### src/rtl/pwc_pkg.sv
// Package: shared constants for the PCIe wake and PME event collector.
// Assumes: consumers take their widths from their own parameters; these are defaults.
package pwc_pkg;
    localparam int unsigned DEF_PORTS       = 4;
    localparam int unsigned DEF_SYNC_STAGES = 2;
    // Electrical meaning of the wake pin level.
    typedef enum logic {
        PIN_ACTIVE = 1'b0,
        PIN_IDLE   = 1'b1
    } pin_level_e;
endpackage

### src/rtl/wake_edge_detect.sv
// Module: wake_edge_detect
// Brings one asynchronous active-low wake pin into the clock domain through
// SYNC_STAGES flip-flops, then flags a one-cycle falling edge.
// Assumes: SYNC_STAGES >= 2; the pin is idle (high) while in reset.
module wake_edge_detect
    import pwc_pkg::*;
#(
    parameter int unsigned SYNC_STAGES = DEF_SYNC_STAGES
) (
    input  logic clk,
    input  logic rst_n,
    input  logic pin_n,
    output logic fall
);
    localparam int unsigned LAST = SYNC_STAGES - 1;

    logic [LAST:0] chain;
    logic          prev;
    logic          synced;

    assign synced = chain[LAST];

    // Shift the pin through the synchroniser chain; reset to idle level.
    always_ff @(posedge clk) begin
        if (!rst_n) begin
            chain <= {SYNC_STAGES{PIN_IDLE}};
        end else begin
            chain <= {chain[LAST-1:0], pin_n};
        end
    end

    // Hold the previous synchronised level for edge detection.
    always_ff @(posedge clk) begin
        if (!rst_n) begin
            prev <= PIN_IDLE;
        end else begin
            prev <= synced;
        end
    end

    // Falling edge: was idle, now active.
    assign fall = (prev == PIN_IDLE) && (synced == PIN_ACTIVE);


    fall_single_cycle_chk: assert property (@(posedge clk) disable iff (!rst_n)
        fall |=> !fall);
endmodule

### src/rtl/wake_combiner.sv
// Module: wake_combiner
// Masks per-pin falling edges with their disable bits, ORs them and gates
// the result with the sleep indicator into a registered one-cycle request.
// Assumes: edge inputs are single-cycle pulses in the clk domain.
module wake_combiner #(
    parameter int unsigned NUM_PORTS = pwc_pkg::DEF_PORTS
) (
    input  logic                 clk,
    input  logic                 rst_n,
    input  logic [NUM_PORTS-1:0] edge_seen,
    input  logic [NUM_PORTS-1:0] pin_dis,
    input  logic                 asleep,
    output logic                 req
);
    logic [NUM_PORTS-1:0] live;
    logic                 any_live;

    // Drop edges from disabled pins, then reduce to a single flag.
    always_comb begin
        live     = edge_seen & ~pin_dis;
        any_live = |live;
    end

    // Register the request; only while asleep.
    always_ff @(posedge clk) begin
        if (!rst_n) begin
            req <= 1'b0;
        end else begin
            req <= any_live && asleep;
        end
    end


    wake_only_asleep_chk: assert property (@(posedge clk) disable iff (!rst_n)
        !asleep |=> !req);

    all_disabled_quiet_chk: assert property (@(posedge clk) disable iff (!rst_n)
        (&pin_dis) |=> !req);
endmodule

### src/rtl/pme_status_reg.sv
// Module: pme_status_reg
// Sticky status bit set by a PME-received pulse and cleared by a
// write-one-to-clear strobe; a set in the same cycle as a clear wins.
// Assumes: both inputs are synchronous single-cycle strobes.
module pme_status_reg (
    input  logic clk,
    input  logic rst_n,
    input  logic set_pulse,
    input  logic clr_strobe,
    output logic sts
);
    // Update the sticky bit with set priority over clear.
    always_ff @(posedge clk) begin
        if (!rst_n) begin
            sts <= 1'b0;
        end else if (set_pulse) begin
            sts <= 1'b1;
        end else if (clr_strobe) begin
            sts <= 1'b0;
        end
    end


    set_takes_effect_chk: assert property (@(posedge clk) disable iff (!rst_n)
        set_pulse |=> sts);

    clear_takes_effect_chk: assert property (@(posedge clk) disable iff (!rst_n)
        (clr_strobe && !set_pulse) |=> !sts);

    sticky_hold_chk: assert property (@(posedge clk) disable iff (!rst_n)
        (!clr_strobe && !set_pulse) |=> $stable(sts));
endmodule

### src/rtl/pcie_wake_collector.sv
// Module: pcie_wake_collector (top)
// Collects active-low wake pins from NUM_PORTS PCI Express ports into one
// wake request during sleep, and keeps a sticky PME status bit.
// Assumes: wake pins are asynchronous; all other inputs are synchronous to clk.
module pcie_wake_collector
    import pwc_pkg::*;
#(
    parameter int unsigned NUM_PORTS   = DEF_PORTS,
    parameter int unsigned SYNC_STAGES = DEF_SYNC_STAGES
) (
    input  logic                 clk,
    input  logic                 rst_n,
    input  logic [NUM_PORTS-1:0] wake_pin_n,
    input  logic [NUM_PORTS-1:0] wake_dis,
    input  logic                 pme_rcvd,
    input  logic                 sleep_active,
    input  logic                 pme_clr,
    output logic                 wake_req,
    output logic                 pme_sts
);
    logic [NUM_PORTS-1:0] pin_fall;

    // One synchroniser and edge detector per port.
    for (genvar p = 0; p < NUM_PORTS; p++) begin : g_port
        wake_edge_detect #(
            .SYNC_STAGES(SYNC_STAGES)
        ) u_edge (
            .clk  (clk),
            .rst_n(rst_n),
            .pin_n(wake_pin_n[p]),
            .fall (pin_fall[p])
        );
    end

    wake_combiner #(
        .NUM_PORTS(NUM_PORTS)
    ) u_comb (
        .clk      (clk),
        .rst_n    (rst_n),
        .edge_seen(pin_fall),
        .pin_dis  (wake_dis),
        .asleep   (sleep_active),
        .req      (wake_req)
    );

    pme_status_reg u_pme (
        .clk       (clk),
        .rst_n     (rst_n),
        .set_pulse (pme_rcvd),
        .clr_strobe(pme_clr),
        .sts       (pme_sts)
    );


    reset_outputs_low_chk: assert property (@(posedge clk)
        !rst_n |=> (!wake_req && !pme_sts));

    pins_leave_status_chk: assert property (@(posedge clk) disable iff (!rst_n)
        (!pme_rcvd && !pme_clr) |=> $stable(pme_sts));
endmodule

### config.mk
export PLATFORM = sky130hd
export DESIGN_NAME = pcie_wake_collector
export DESIGN_NICKNAME = d
export VERILOG_FILES = /design/src/rtl/pwc_pkg.sv /design/src/rtl/wake_edge_detect.sv /design/src/rtl/wake_combiner.sv /design/src/rtl/pme_status_reg.sv /design/src/rtl/pcie_wake_collector.sv
export SDC_FILE = /design/constraint.sdc
export NUM_CORES = 1
export LEC_CHECK = 0
export ABC_AREA = 1
export BUFFER_PORTS_ARGS = -buffer_cell sky130_fd_sc_hd__buf_4
export CORE_AREA = 2 2 39 41
export DETAILED_ROUTE_END_ITERATION = 16
export DIE_AREA = 0 0 41 43
export HOLD_SLACK_MARGIN = 0.08
export PLACE_DENSITY_LB_ADDON = 0.25
export SYNTH_ARGS = -nofsm -noshare
export SYNTH_HDL_FRONTEND = slang
export SYNTH_SLANG_ARGS = --single-unit
### constraint.sdc
create_clock -name clk -period 0.9 [get_ports clk]
set_input_delay 0.045 -clock clk [delete_from_list [all_inputs] [get_ports clk]]
set_output_delay 0.045 -clock clk [all_outputs]
set_load 0.01 [all_outputs]
Yosys cells after proc, flatten, opt, wreduce, memory -nomap -nowiden

Cells that the tools add are included.

Register bits: 14
Bits of input ports: 13
Output and inout port bits: 2
Word-level logic and storage cells: 25

Muxes and demuxes: 2
Bitwise logic cells: 6
Reduce and logical (&&, ||, !) cells: 7

Operators with widths:

| kind               | number |
|---|---|
| logical AND 1 bit  | 5 |
| AND 4 bit          | 1 |
| inverter 1 bit     | 4 |
| inverter 4 bit     | 1 |
| OR reduction 4 bit | 1 |
| two-way mux 1 bit  | 2 |
| nonzero test 2 bit | 1 |

Logic depth before layout (Yosys ltp)

Word-level depth: 5
Gate-level depth with buffers: 5
Gate-level depth less buffers: 5

By module

From an unflattened synthesis, not the netlist that was laid out.

Cell total of the unflattened synthesis: 64
Area, all modules: 473.0 sq um

By module, submodules not included:

| module           | times used | cells each | area an instance (sq um) | sequential area each (sq um) |
|---|---|---|---|---|
| wake_edge_detect | 4          | 11         | 90.1                     | 60.1 |
| wake_combiner    | 1          | 14         | 68.8                     | 20.0 |
| pme_status_reg   | 1          | 6          | 43.8                     | 20.0 |

Worst setup path before layout

Ideal clock, no wire load.

Kind: reg-to-reg
From: register g_port[1].u_edge.chain[1]
To: register u_comb.req
Library setup time: 0.111 ns
Data arrival time: 0.540 ns
Slack: 0.249 ns
Cell stages (with the launch flop): 6
Buffers on the path: 0
Period minus slack after synthesis: 0.651 ns
Path through: dfxtp_1 inv_1 nand3_1 nand2_1 nor2_1 nor2_1

Cells in the longest elaborated chain, start to end: 5

Ends and longest elaborated chain:

| what                   | RTL line               | RTL |
|---|---|---|
| start, declared        | wake_edge_detect.sv:17 | `logic [LAST:0] chain;` |
| start signal, assigned | wake_edge_detect.sv:26 | `chain <= {SYNC_STAGES{PIN_IDLE}};` |
| start signal, assigned | wake_edge_detect.sv:28 | `chain <= {chain[LAST-1:0], pin_n};` |
| inverter 1 bit         | wake_edge_detect.sv:42 | `assign fall = (prev == PIN_IDLE) && (synced == PIN_ACTIVE);` |
| logical AND 1 bit      | wake_edge_detect.sv:42 |  |
| AND 4 bit              | wake_combiner.sv:20    | `live = edge_seen & ~pin_dis;` |
| OR reduction 4 bit     | wake_combiner.sv:21    | `any_live = \|live;` |
| logical AND 1 bit      | wake_combiner.sv:29    | `req <= any_live && asleep;` |
| end signal, assigned   | wake_combiner.sv:29    |  |
| end, declared          | wake_combiner.sv:13    | `output logic req` |

Every way passes these cells.
A chain may end at the register's enable or synchronous reset.

Worst setup path in the final report

From: input rst_n
To: register g_port[1].u_edge.chain[0]

RTL lines:

| what            | RTL line                  | RTL |
|---|---|---|
| start, declared | pcie_wake_collector.sv:12 | `input logic rst_n,` |

No word-level cell between the ends.

==> impl_metrics.ini <==
[min_path]
hold_class = in2reg

[clock_network]
path_clk_slew_ps = 80
clk_latency_ps = 270
cts_buffers = 3
cts_resized = 0
cts_max_path_buffers = 2
htreeDepth = 1
post_cts_buffers = 0
cts_sinks = 14
cts_tree = done
cts_hold_repair.buffers = 7
root_buffer = clkbuf_4

[power_and_ir_drop]
p_sw_share_pct = 19.0
p_leak_nw = 0.324
seqPwrFrac_pct = 54.8
ir_drop_uv = 959
combPwrFrac_pct = 9.1
power_density_nw_per_um2 = 1810
power.switching_mw = 0.226
p_int_mw = 0.964
clockPowerShare_pct = 36.1

[sta]
holdWs_ps = 89.3
setup_viol = 0
post-route-period-util_pct = 91.0
final_max_slew_viol_count = 0
post-route-min-period_ps = 819
rsz0062_at_grt = no
maxSlewHeadroom_pct = 91.2
fin_skew_ps = 5.63
hold_violations = 0
fin_setup_tns_ps = 0
tightestPinTransition_ps = 131
fmax_mhz = 1220

[worst_setup_path]
worst_setup_path_end_kind = flip-flop
cp.arrival_ps = 980
startpoint_type = input port
cp.required_ps = 1070
worstSetupPathType = in2reg
crit_fanout = 10

[detailed_routing]
detail-route-antenna-nets = 0
drt-initial-drc-count = 1
viasPerCell = 3.88
firstDrtPassIters = 2
wire_per_inst_um = 7.47
num_vias = 334
routed_wl_um = 642
route.detailed.drc = 0

[finish]
final_core_util_pct = 47.6
area_growth_syn_to_layout_pct = 54.3
fin_cells = 86
drive_gt1_share_pct = 27.1
nFillCells = 142
fin_nets = 84
num_antenna_cells = 0

[die]
die-area_um2 = 1760
rows = 14
coreArea_um2 = 1380
ios = 15
die-height_um = 43
start_util_pct = 30.8
die_x_um = 41

[synth]
synth_top_area_share_pct = 65.7
synthesis.area_um2 = 427
ys_seq_area_share_pct = 65.7
ys_ff_latch = 14
yosys_warnings = 0
syn_inst = 45
synth_top_area_cell = dfxtp_1
synthDistinctLibCells = 9
avgSynthCellArea_um2 = 9.48
synthTopCellsByArea = dfxtp_1 (66%), or2_1 (13%), nand2_1 (6.2%), inv_1 (5.3%), nor2_1 (3.5%)
synth_nets = 58

[status]
status = complete, no violations

[placed_design]
dp.final_hpwl_um = 448
io_buffer_count = 14
dp.cells = 75
place.gp.congestion = 0.574

[job]
max-cap-violations = 0

[global_routing]
grt_pass1_wl_um = 959
grt_pass1_vias = 252
grt_max_degree = 11
grt_overflow = 0
track_usage_pct = 8.29
antenna_found_initial = 0
[stage by stage]
step	area (µm²)	power, mW	setup WS (ps)
4_1_cts	658	1.21	83.8
6_report	658	1.19	81.2
5_1_grt	658	1.25	37.6
3_5_place_dp	552	0.751	198
2_1_floorplan	427	0.697	249
3_3_place_gp	552	0.749	213
[power groups by stage]
stage / registers (mW) / logic, mW / clock network [mW]
2_1_floorplan: 0.667 / 0.0301 / 0
3_3_place_gp: 0.665 / 0.0841 / 0
3_5_place_dp: 0.666 / 0.0857 / 0
4_1_cts: 0.651 / 0.110 / 0.444
5_1_grt: 0.654 / 0.122 / 0.474
6_report: 0.651 / 0.109 / 0.430
[area by class of cell]
cell class	count	area, µm²	area share [%]
clock buffers	4	36.3	5.51
inverters	7	26.3	3.99
multi-input cells	24	120	18.3
flip-flops and latches	14	280	42.6
well taps	16	20.0	3.04
repair buffers	21	175	26.6
[routing by layer]
layer	global-route usage [%]	wire [µm]	share of wire [%]
met4	6.00	0	0
met2	10.6	277	43
met1	10.9	298	46
met3	3.14	66	10
met5	0	0	0
[cell usage after synthesis]
cell type  count
dfxtp_1       14
or2_1          9
nand2_1        7
inv_1          6
nand3_1        2
nand3b_1       1
a21oi_1        1
inv_2          1
nor2_1         4
[layout by cell type, fill, tap and decap left out]
| master | count |
|---|---|
| a21oi_1 | 1 |
| buf_4 | 14 |
| clkbuf_4 | 3 |
| clkbuf_8 | 1 |
| dfxtp_1 | 14 |
| dlygate4sd3_1 | 7 |
| inv_1 | 6 |
| inv_2 | 1 |
| nand2_1 | 7 |
| nand3_1 | 2 |
| nand3b_1 | 1 |
| nor2_1 | 4 |
| or2_1 | 9 |
[cells by family after synthesis]
family          Yosys count  synth area share (%)
buf+inv                   7                  6.16
compound gates            1                  1.17
simple gates             23                  27.0
flops                    14                  65.7
[final timing paths]
check | slack [ps] | depth (start not counted) | end | startpoint
setup / recovery | 80 | 4 | g_port[1].u_edge.chain[0]$_SDFF_PN1_ | rst_n
hold / removal | 90 | 4 | u_pme.sts$_SDFFE_PN0P_ | pme_clr
setup reg to reg | 190 | 5 | u_comb.req$_SDFF_PN0_ | g_port[1].u_edge.chain[1]$_SDFF_PN1_
hold reg to reg | 410 | 1 | g_port[3].u_edge.chain[1]$_SDFF_PN1_ | g_port[3].u_edge.chain[0]$_SDFF_PN1_
[state kept, by name, summed over array words and instances (netlist names)]
signal and flops:
g_port.u_edge.chain 8, g_port.u_edge.prev 4, u_comb.req 1, u_pme.sts 1
[critical path, stage by stage]
cell and delay (ps):
dlygate4sd3_1 520, buf_4 130, inv_2 70, or2_1 210
Note: power is estimated with default switching activity, not from simulation.
